### src/rtl/gpio_pad_pkg.sv
package gpio_pad_pkg;

    localparam int REG_W   = 32;
    localparam int SLOT_W  = 8;
    localparam int OFF_DM  = 0;
    localparam int OFF_DIR = 1;
    localparam int OFF_VM  = 2;
    localparam int OFF_VAL = 3;
    localparam int OFF_IN  = 4;
    localparam int PU_BASE = 16;

    typedef struct packed {
        logic dir_we;
        logic dir;
        logic val_we;
        logic val;
    } pin_wr_t;

    typedef struct packed {
        logic dir;
        logic val;
        logic lvl;
    } pin_rd_t;

    function automatic pin_wr_t decode_pin(input logic [REG_W-1:0] w, input int k);
        pin_wr_t r;
        r.dir_we = w[k*SLOT_W + OFF_DM];
        r.dir    = w[k*SLOT_W + OFF_DIR];
        r.val_we = w[k*SLOT_W + OFF_VM];
        r.val    = w[k*SLOT_W + OFF_VAL];
        return r;
    endfunction

    function automatic logic [REG_W-1:0] place_pin(input pin_rd_t p, input int k);
        logic [REG_W-1:0] r;
        r = '0;
        r[k*SLOT_W + OFF_DIR] = p.dir;
        r[k*SLOT_W + OFF_VAL] = p.val;
        r[k*SLOT_W + OFF_IN]  = p.lvl;
        return r;
    endfunction

endpackage

### src/rtl/gpio_sync2.sv
module gpio_sync2 #(
    parameter int W = 2
) (
    input  logic         clk,
    input  logic         rst,
    input  logic [W-1:0] d,
    output logic [W-1:0] q
);
    logic [W-1:0] stage1;
    logic [W-1:0] stage2;

    always_ff @(posedge clk) begin
        if (rst) begin
            stage1 <= '0;
            stage2 <= '0;
        end else begin
            stage1 <= d;
            stage2 <= stage1;
        end
    end

    assign q = stage2;
endmodule

### src/rtl/gpio_pin_ctl.sv
module gpio_pin_ctl
    import gpio_pad_pkg::*;
(
    input  logic    clk,
    input  logic    rst,
    input  logic    wr_en,
    input  pin_wr_t wr,
    output logic    dir_q,
    output logic    val_q,
    output logic    pull_low
);
    always_ff @(posedge clk) begin
        if (rst) begin
            dir_q <= 1'b0;
            val_q <= 1'b0;
        end else if (wr_en) begin
            if (wr.dir_we) dir_q <= wr.dir;
            if (wr.val_we) val_q <= wr.val;
        end
    end

    // open drain: only an output holding zero pulls the line down
    assign pull_low = dir_q & ~val_q;
endmodule

### src/rtl/gpio_pad_reg.sv
module gpio_pad_reg
    import gpio_pad_pkg::*;
#(
    parameter int NPIN = 2
) (
    input  logic             clk,
    input  logic             rst,
    input  logic             wr_en,
    input  logic [REG_W-1:0] wdata,
    output logic [REG_W-1:0] rdata,
    input  logic [NPIN-1:0]  pad_in,
    output logic [NPIN-1:0]  pad_oe,
    output logic [NPIN-1:0]  pad_out,
    output logic [NPIN-1:0]  pad_pu_dis
);
    logic [NPIN-1:0] lvl_sync;
    logic [NPIN-1:0] dir_q;
    logic [NPIN-1:0] val_q;
    logic [NPIN-1:0] pu_q;
    logic            unused_wbits;

    assign unused_wbits = ^wdata;

    gpio_sync2 #(.W(NPIN)) u_sync (
        .clk (clk),
        .rst (rst),
        .d   (pad_in),
        .q   (lvl_sync)
    );

    for (genvar k = 0; k < NPIN; k++) begin : g_pin
        gpio_pin_ctl u_pin (
            .clk      (clk),
            .rst      (rst),
            .wr_en    (wr_en),
            .wr       (decode_pin(wdata, k)),
            .dir_q    (dir_q[k]),
            .val_q    (val_q[k]),
            .pull_low (pad_oe[k])
        );
    end

    always_ff @(posedge clk) begin
        if (rst)        pu_q <= '0;
        else if (wr_en) pu_q <= wdata[PU_BASE +: NPIN];
    end

    always_comb begin
        pin_rd_t p;
        rdata = '0;
        for (int k = 0; k < NPIN; k++) begin
            p.dir = dir_q[k];
            p.val = val_q[k];
            p.lvl = lvl_sync[k];
            rdata = rdata | place_pin(p, k);
        end
        rdata[PU_BASE +: NPIN] = pu_q;
    end

    assign pad_out    = '0;
    assign pad_pu_dis = pu_q;
endmodule

### config.mk
export PLATFORM = sky130hd
export DESIGN_NAME = gpio_pad_reg
export DESIGN_NICKNAME = d
export VERILOG_FILES = /design/src/rtl/gpio_pad_pkg.sv /design/src/rtl/gpio_sync2.sv /design/src/rtl/gpio_pin_ctl.sv /design/src/rtl/gpio_pad_reg.sv
export SDC_FILE = /design/constraint.sdc
export NUM_CORES = 1
export LEC_CHECK = 0
export BUFFER_PORTS_ARGS = -buffer_cell sky130_fd_sc_hd__buf_4
export CAP_MARGIN = 20
export CORE_ASPECT_RATIO = 1.25
export CORE_MARGIN = 1
export CORE_UTILIZATION = 32
export CTS_CLUSTER_DIAMETER = 60
export DETAILED_ROUTE_END_ITERATION = 10
export PLACE_DENSITY = 0.78
export SLEW_MARGIN = 5
export SYNTH_ARGS = -nofsm -noshare
export SYNTH_HDL_FRONTEND = slang
export SYNTH_SLANG_ARGS = --single-unit
### constraint.sdc
create_clock -name clk -period 1.01 [get_ports clk]
set_clock_uncertainty 0.05 [all_clocks]
set_input_delay 0.0505 -clock clk [delete_from_list [all_inputs] [get_ports clk]]
set_output_delay 0.0505 -clock clk [all_outputs]
set_load 0.01 [all_outputs]
==> out/results.ini, run 1 <==
[timing]
hold_ws_ns=0.00713
rsz0062_at_grt=no
maxSlewViolCount=0
finalSetupViolCount=0
fin_crit_sh_pct=92.4
fin_ws_ns=0.0770
finalSetupTns_ns=0
fin_crit_ns=0.933
hold_violations=0
clock.fmax_mhz=1070

[detailed_routing]
via_count=426
routed-wl-met3_um=100
finalWirelength_um=970
routedWlPerCell_um=8.82
via_per_inst=3.87
postRouteAntennaNets=0
met1_length_um=334
drt_first_iter_violations=1
top_layer_used=met3
first_pass_iters=2
remaining_drc_errors=0
dr_wl_met2_um=535

[run_status]
status=completed

[floorplanning]
io_pins=75
rows=17
placeableCoreArea_um2=1810
die_area_um2=2170
die_x_um=41.9
initial_utilization_pct=35.2
die_y_um=51.8

[clock_tree]
cts_num_sinks=10
clk_latency_ns=0.25
htreeDepth=1
cts_setup_buffers=0
clk_pin_slew_worst_paths_ns=0.06
numCtsBuffers=3
cts_tree=done
clk_path_buf_depth=2
cts_root_buffer=clkbuf_4

[synth]
synth_cell_type_count=11
synth_top_flop_cell=dfxtp_1
synth_top_cells_by_count=buf_4 (34), dfxtp_1 (10), nor2b_1 (6)
synth.ff_latch_count=10
synth_seq_area_share_pct=31.5
yosysMostFrequentCell=buf_4
synth_cells=69
avgSynthCellArea_um2=9.21
yosysTopAreaCellShare_pct=40.2
synth-edff-count=0
async_flop_share_pct=0
yosys_warnings=0
synth_area_leaders=buf_4 (40%), dfxtp_1 (31%), a21bo_1 (6.3%)
synth_top_cell_by_area=buf_4
synth_area_um2=636

[critical_path]
path_buf_inv=1
slowest_stage=dfxtp_2
max_stage_delay_ns=0.34
cp_max_fo=3
path_class=flop to primary output
cp_cell_sequence=nor2b_4 > buf_4
crit_required_ns=0.91
startpoint_type=flop
cp.arrival_ns=0.83
end_kind=primary output
critical_path.top_delay_family=flip-flops

[power]
seqPwrFrac_pct=48.8
switchingPower_uw=227
leakage_nw=0.387
power_frac_clock_pct=29.0
p_sw_share_pct=26.0
p_int_uw=645
ir_worst_vdd_v=0.000593
power_frac_comb_pct=22.1
power.density_nw_per_um2=1160

[grt]
grt_max_degree=11
antenna_found_initial=0
track_usage_pct=9.16
grt_pass1_vias=359
grt_pass1_wl_um=1450
overflow=0

[cells_and_area]
n_antenna_cell=0
seq_area_um2=203
nets=130
finalCoreUtilization_pct=41.5
fill_cells=188
areaGrowthSynthToFinish_pct=17.9
multi_input_area_um2=265
drive_gt1_share_pct=39.6

[placement]
preCtsSetupSlack_ns=0.223
gp_congestion=0.650
dp.final_hpwl_um=747
port_buffers=26

[worst_hold_path]
hold_class=input port to flop

[flow_run]
drv_cap=0

==> metal layers <==
layer / track usage [%] / up-vias
met2: 17.7 / 31
met5: 0 / -
li1: - / 204
met3: 3.13 / 0
met1: 8.28 / 191
met4: 4.84 / 0
==> power groups by stage <==
stage	logic (mW)	registers [mW]	clock network [mW]
floorplan	0.192	0.434	0
global placement	0.176	0.432	0
detailed placement	0.179	0.433	0
CTS	0.191	0.424	0.271
global route	0.210	0.429	0.304
finish	0.193	0.426	0.253
==> flip-flops by register name (all words and copies together) (netlist names) <==
name,flops
pad_pu_dis,2
g_pin.u_pin.dir_q,2
g_pin.u_pin.val_q,2
u_sync.stage1,2
u_sync.q,2
==> cell usage in the layout, fill, tap and decap left out, drive strengths merged <==
cell / instances
nor2: 2
conb: 26
nor2b: 6
mux2i: 2
a21bo: 4
buf: 26
dlygate4sd3: 4
a21oi: 4
dfxtp: 10
clkbuf: 3
nand3: 4
==> logic make-up (layout without fill, tap and decap cells) <==
group | Yosys count | after routing | share of synthesized area, %
AO/OA/AOI/OAI | 8 | 8 | 11.8
buffers and inverters | 36 | 33 | 42.7
flip-flops | 10 | 10 | 31.5
multiplexers | 2 | 2 | 3.15
other | 1 | 26 | 0.590
AND/OR/NAND/NOR | 12 | 12 | 10.2
==> metrics by stage <==
| step | area (µm²) | instances | total power [mW] |
|---|---|---|---|
| finish | 749 | 110 | 0.872 |
| global route | 749 | 110 | 0.944 |
| CTS | 739 | 110 | 0.886 |
| detailed placement | 677 | 103 | 0.612 |
| global placement | 677 | 103 | 0.608 |
| floorplan | 729 | 94 | 0.626 |
==> timing repair <==
action                                 CTS  global route
gates resized for setup                  0             3
hold buffers                             4             0
setup endpoints to repair                0             2
endpoints found under the hold margin    7             0
==> worst reg2reg max path: cells and delay by family (launching register included) <==
| family | cells | cell delay [ns] |
|---|---|---|
| AOI/OAI and AO/OA | 2 | 0.35 |
| DFF | 1 | 0.39 |
==> worst paths after layout <==
check	end	depth (start not counted)	slack [ns]	from
setup / recovery	pad_oe[0]	2	0.08	g_pin[0].u_pin.dir_q$_SDFFE_PP0P_
hold / removal	pad_pu_dis[0]$_SDFFE_PP0P_	3	0.007	wdata[16]
setup reg to reg	g_pin[0].u_pin.val_q$_SDFFE_PP0P_	2	0.16	g_pin[0].u_pin.val_q$_SDFFE_PP0P_
hold reg to reg	u_sync.q[1]$_SDFF_PP0_	1	0.39	u_sync.stage1[1]$_SDFF_PP0_
==> final cells by class <==
| cell class | count | share of cell area (%) |
|---|---|---|
| timing repair buffer | 30 | 31.4 |
| tap | 19 | 3.17 |
| sequential | 10 | 27.0 |
| multi-input combinational | 48 | 35.4 |
| clock buffer | 3 | 3.01 |
(Power assumes the default switching activity.)
==> run 2: changes to the inputs <==
--- a/config.mk
+++ b/config.mk
@@ -6,13 +6,13 @@
 export NUM_CORES = 1
 export LEC_CHECK = 0
 export BUFFER_PORTS_ARGS = -buffer_cell sky130_fd_sc_hd__buf_4
-export CAP_MARGIN = 20
 export CORE_ASPECT_RATIO = 1.25
 export CORE_MARGIN = 1
 export CORE_UTILIZATION = 32
 export CTS_CLUSTER_DIAMETER = 60
 export DETAILED_ROUTE_END_ITERATION = 10
 export PLACE_DENSITY = 0.78
+export REMOVE_ABC_BUFFERS = 1
 export SLEW_MARGIN = 5
 export SYNTH_ARGS = -nofsm -noshare
 export SYNTH_HDL_FRONTEND = slang
==> run 2 against run 1 <==
  * Power up 12%
  * Cell count up 1.8%
  * Clock power up 42%
  * Largest cell class unchanged
  * Critical path type unchanged
  * Die area unchanged
  * Non-clock buffer count up 1
==> out/results.ini, run 2 (synthesis gave the netlist of run 1 again) <==
[run_status]
status=completed

[detailed_routing]
routedWlPerCell_um=8.29
drt_first_iter_violations=1
postRouteAntennaNets=0
finalWirelength_um=929
top_layer_used=met3
first_pass_iters=3
routed-wl-met3_um=102
dr_wl_met2_um=477
via_count=433
met1_length_um=349
remaining_drc_errors=0
via_per_inst=3.87

[timing]
clock.fmax_mhz=1050
maxSlewViolCount=0
fin_crit_sh_pct=93.9
hold_violations=0
rsz0062_at_grt=no
fin_crit_ns=0.949
finalSetupViolCount=0
hold_ws_ns=0.0146
finalSetupTns_ns=0

[critical_path]
cp_max_fo=3
cp.arrival_ns=0.85
startpoint_type=flop
critical_path.top_delay_family=flip-flops
r2r_end=g_pin[0].u_pin.val_q$_SDFFE_PP0P_
max_stage_delay_ns=0.33
cp_cell_sequence=nor2b_1 > buf_4
slowest_stage=dfxtp_2
r2r_slack_ns=0.21
crit_required_ns=0.91
path_buf_inv=1
rr_worst_depth=2
end_kind=primary output
startpoint=g_pin[0].u_pin.dir_q$_SDFFE_PP0P_
path_class=flop to primary output
r2r_start=g_pin[0].u_pin.val_q$_SDFFE_PP0P_

[floorplanning]
die_y_um=51.8
io_pins=75
placeableCoreArea_um2=1810
die_x_um=41.9
initial_utilization_pct=35.2
die_area_um2=2170
rows=17

[placement]
dp.final_hpwl_um=714
gp_congestion=0.639
port_buffers=26

[worst_hold_path]
holdPathEnd=g_pin[0].u_pin.dir_q$_SDFFE_PP0P_
worstHoldStart=wdata[1]
hold_class=input port to flop
hold_path_depth=3

[clock_tree]
cts_tree=done
cts_num_sinks=10
cts_setup_buffers=0
htreeDepth=1
numCtsBuffers=3
cts_root_buffer=clkbuf_4
clk_path_buf_depth=2
clk_pin_slew_worst_paths_ns=0.07
clk_latency_ns=0.26

[grt]
track_usage_pct=8.88
antenna_found_initial=0
overflow=0
grt_pass1_vias=366
grt_max_degree=11
grt_pass1_wl_um=1380

[cells_and_area]
n_antenna_cell=0
nets=131
most-common-layout-cells=conb_1 (26), buf_4 (26), dfxtp_1 (8)
areaGrowthSynthToFinish_pct=20.5
drive_gt1_share_pct=38.7

[power]
power.density_nw_per_um2=1270
ir_worst_vdd_v=0.000686
leakage_nw=0.397

[flow_run]
drv_cap=0

[run 2: changes by cell type in the layout (fill, tap and decap cells not counted), sizes merged]
cell | before | now
clkbuf | 3 | 4
dlygate4sd3 | 4 | 5
[run 2: timing repair]
| item | CTS | global route |
|---|---|---|
| hold endpoints to repair | 9 | 0 |
| gates resized for setup | 0 | 2 |
| hold buffers | 5 | 0 |
| setup endpoints to repair | 0 | 2 |
[run 2: worst reg2reg max path, stage by stage, from the launching register on]
cell and delay (ns):
dfxtp_1 0.36, a21bo_1 0.22, a21oi_2 0.11
[run 2: per-layer routing]
metal / up-vias / track usage (%)
met4: 0 / 6.45
met3: 0 / 2.08
met5: - / 0
met2: 42 / 17.4
met1: 184 / 7.68
li1: 207 / -
[run 2: cell type report]
class,count,area [µm²]
tap,19,23.8
multi-input combinational,48,258
sequential,10,203
fill,187,1040
timing repair buffer,31,245
clock buffer,4,36.3
[run 2: worst max-delay path by stage]
| stage | end | slack [ns] | depth (start not counted) |
|---|---|---|---|
| after floorplan | g_pin[0].u_pin.val_q$_SDFFE_PP0P_ | 0.20 | 2 |
| after global placement | g_pin[1].u_pin.val_q$_SDFFE_PP0P_ | 0.23 | 2 |
| after detailed placement | g_pin[1].u_pin.val_q$_SDFFE_PP0P_ | 0.22 | 2 |
| after CTS | pad_oe[0] | 0.02 | 2 |
| after global routing | pad_oe[0] | 0.01 | 2 |
| final | pad_oe[0] | 0.06 | 2 |
[run 2: report_power, final]
group | leakage (nW) | switching, mW | internal, mW
logic | 0.293 | 0.0980 | 0.0949
clock network | 0.0210 | 0.139 | 0.219
registers | 0.0832 | 0.00998 | 0.414
total | 0.397 | 0.247 | 0.728
[run 2: through the flow]
| step | worst slack, ns | cells | power [mW] | area, µm² | utilization (%) |
|---|---|---|---|---|---|
| after floorplan | 0.198 | 58 | 0.516 | 458 | - |
| after global routing | 0.0133 | 112 | 1.04 | 766 | 42.4 |
| after detailed placement | 0.216 | 103 | 0.611 | 677 | 37.4 |
| after CTS | 0.0191 | 112 | 0.996 | 763 | 42.2 |
| final | 0.0612 | 112 | 0.975 | 766 | 42.4 |
| after global placement | 0.230 | 103 | 0.607 | 677 | 37.4 |
==> run 3: changes to the inputs <==
--- a/config.mk
+++ b/config.mk
@@ -5,13 +5,14 @@
 export SDC_FILE = /design/constraint.sdc
 export NUM_CORES = 1
 export LEC_CHECK = 0
+export ABC_AREA = 1
 export BUFFER_PORTS_ARGS = -buffer_cell sky130_fd_sc_hd__buf_4
 export CORE_ASPECT_RATIO = 1.25
 export CORE_MARGIN = 1
 export CORE_UTILIZATION = 32
 export CTS_CLUSTER_DIAMETER = 60
 export DETAILED_ROUTE_END_ITERATION = 10
-export PLACE_DENSITY = 0.78
+export PLACE_DENSITY = 0.79
 export REMOVE_ABC_BUFFERS = 1
 export SLEW_MARGIN = 5
 export SYNTH_ARGS = -nofsm -noshare
==> run 3 against run 2 <==
  * Via count rose by 17%
  * Wire length increased by 12%
  * Clock power about the same
  * Global-route usage up 0.94 points
  * Design area rose by 5.2%
  * Critical path depth up 1
  * Combinational power grew 17%
  * Critical path type unchanged
  * Sequential share of layout area fell by 1.3 points
  * Setup slack gained 0.015 ns
  * Cell count is 21% higher
  * Worst hold slack better by 0.014 ns
==> out/results.ini, run 3 <==
[run_status]
status=completed

[synth]
yosysMostFrequentCell=buf_4
yosysTopAreaCellShare_pct=41.2
synth.ff_latch_count=10
synth_top_flop_cell=dfxtp_1
avgSynthCellArea_um2=7.12
synth_cells=87
synth_seq_area_share_pct=32.3
synth_top_cell_by_area=buf_4
async_flop_share_pct=0
yosys_warnings=0
synth_top_cells_by_count=buf_4 (34), nor2_1 (18), nand2_1 (12), dfxtp_1 (10), inv_1 (9)
synth_area_leaders=buf_4 (41%), dfxtp_1 (32%), nor2_1 (11%)
synth_cell_type_count=8
synth-edff-count=0
synth_area_um2=619

[critical_path]
end_kind=primary output
cp.arrival_ns=0.83
crit_required_ns=0.91
cp_max_fo=2
path_class=flop to primary output
startpoint_type=flop
r2r_slack_ns=0.33

[power]
power.density_nw_per_um2=1260
power_frac_clock_pct=35.3
ir_worst_vdd_v=0.000478
p_sw_share_pct=26.4
seqPwrFrac_pct=42.4
switchingPower_uw=268
leakage_nw=0.472
power_frac_comb_pct=22.3
p_int_uw=747

[clock_tree]
cts_tree=done
clk_pin_slew_worst_paths_ns=0.07
clk_latency_ns=0.27
htreeDepth=1
cts_setup_buffers=0
clk_path_buf_depth=2
numCtsBuffers=3
cts_root_buffer=clkbuf_4
cts_num_sinks=10

[cells_and_area]
finalCoreUtilization_pct=45.1
most-common-layout-cells=conb_1 (26), buf_4 (26), nor2_1 (18)
fill_cells=184
areaGrowthSynthToFinish_pct=30.1
nets=155
n_antenna_cell=0
drive_gt1_share_pct=28.2

[placement]
port_buffers=26
gp_congestion=0.600
dp.final_hpwl_um=759
preCtsSetupSlack_ns=0.339

[floorplanning]
io_pins=75
die_x_um=41.4
initial_utilization_pct=34.7
die_area_um2=2120
die_y_um=51.2
placeableCoreArea_um2=1790
rows=17

[flow_run]
drv_cap=0

[detailed_routing]
first_pass_iters=2
routedWlPerCell_um=7.63
remaining_drc_errors=0
via_count=507
postRouteAntennaNets=0
drt_first_iter_violations=2
finalWirelength_um=1040
via_per_inst=3.73

[timing]
fin_crit_sh_pct=92.5
finalSetupTns_ns=0
clock.fmax_mhz=1070
fin_ws_ns=0.0759
hold_violations=0
fin_crit_ns=0.934
finalSetupViolCount=0
rsz0062_at_grt=no
maxSlewViolCount=0

[grt]
antenna_found_initial=0
track_usage_pct=9.83
grt_max_degree=8
grt_pass1_vias=431
overflow=0
grt_pass1_wl_um=1350

[worst_hold_path]
hold_class=input port to flop

run 3: cell count changes in the layout (fill, tap and decap cells not counted), moves of 2 or more:
cell,before,now
nor2_1,2,18
nand2_1,0,12
inv_1,0,9
nor2b_1,6,0
a21bo_1,4,0
a21oi_2,4,0
dlygate4sd3_1,5,9
nand3_1,4,0
mux2i_1,2,0
o21ai_0,0,2
run 3: worst max-delay path: stages (launching register included):
cell	delay, ns
dfxtp_2	0.33
inv_1	0.04
nor2_1	0.08
buf_4	0.12
run 3: logic make-up (layout without fill, tap and decap cells):
logic type | Yosys count | after routing | synth area share, %
AO/OA/AOI/OAI | 2 | 2 | 1.62
buffers and inverters | 44 | 49 | 47.3
flip-flops | 10 | 10 | 32.3
other | 1 | 26 | 0.605
AND/OR/NAND/NOR | 30 | 30 | 18.2
run 3: layout make-up:
cell class,instances,area [µm²],share of cell area (%)
Timing Repair Buffer,35,285,35.4
Tap cell,19,23.8,2.95
Multi-Input combinational cell,58,220,27.3
Inverter,10,37.5,4.66
Clock buffer,4,36.3,4.50
Sequential cell,10,203,25.2
run 3: worst paths after layout:
check                                     from                                 to  cells past startpoint
min reg2reg        u_sync.stage1[0]$_SDFF_PP0_             u_sync.q[0]$_SDFF_PP0_                      2
max reg2reg         pad_pu_dis[1]$_SDFFE_PP0P_         pad_pu_dis[1]$_SDFFE_PP0P_                      2
max          g_pin[1].u_pin.dir_q$_SDFFE_PP0P_                          pad_oe[1]                      3
min                                   wdata[8]  g_pin[1].u_pin.dir_q$_SDFFE_PP0P_                      4
run 3: power groups by stage:
stage / registers, mW / clock network (mW) / logic [mW]
2_1_floorplan: 0.451 / 0 / 0.0861
3_3_place_gp: 0.438 / 0 / 0.193
3_5_place_dp: 0.439 / 0 / 0.198
4_1_cts: 0.430 / 0.376 / 0.226
5_1_grt: 0.434 / 0.390 / 0.255
6_report: 0.431 / 0.359 / 0.226
run 3: metal layers:
metal / part of all wire, % / vias to the layer above / track usage, %
met2: 54 / 36 / 19.3
met4: 3.3 / 0 / 9.14
met1: 32 / 214 / 5.63
met5: 0 / - / 0
li1: - / 253 / -
met3: 11 / 4 / 2.61
run 3: what timing repair did:
item                                   in CTS  in global routing
endpoints found under the hold margin      10                  0
hold buffers                                9                  0
resized for setup                           0                  2
setup endpoints to repair                   0                  2
run 3: stage by stage:
| step | area, µm² | total power, mW | instances | hold WS, ns |
|---|---|---|---|---|
| 3_5_place_dp | 677 | 0.636 | 123 | 0.205 |
| 6_report | 806 | 1.02 | 136 | 0.0281 |
| 4_1_cts | 803 | 1.03 | 136 | 0.0221 |
| 5_1_grt | 806 | 1.08 | 136 | 0.0596 |
| 3_3_place_gp | 677 | 0.631 | 123 | 0.201 |
| 2_1_floorplan | 458 | 0.537 | 78 | 0.0717 |
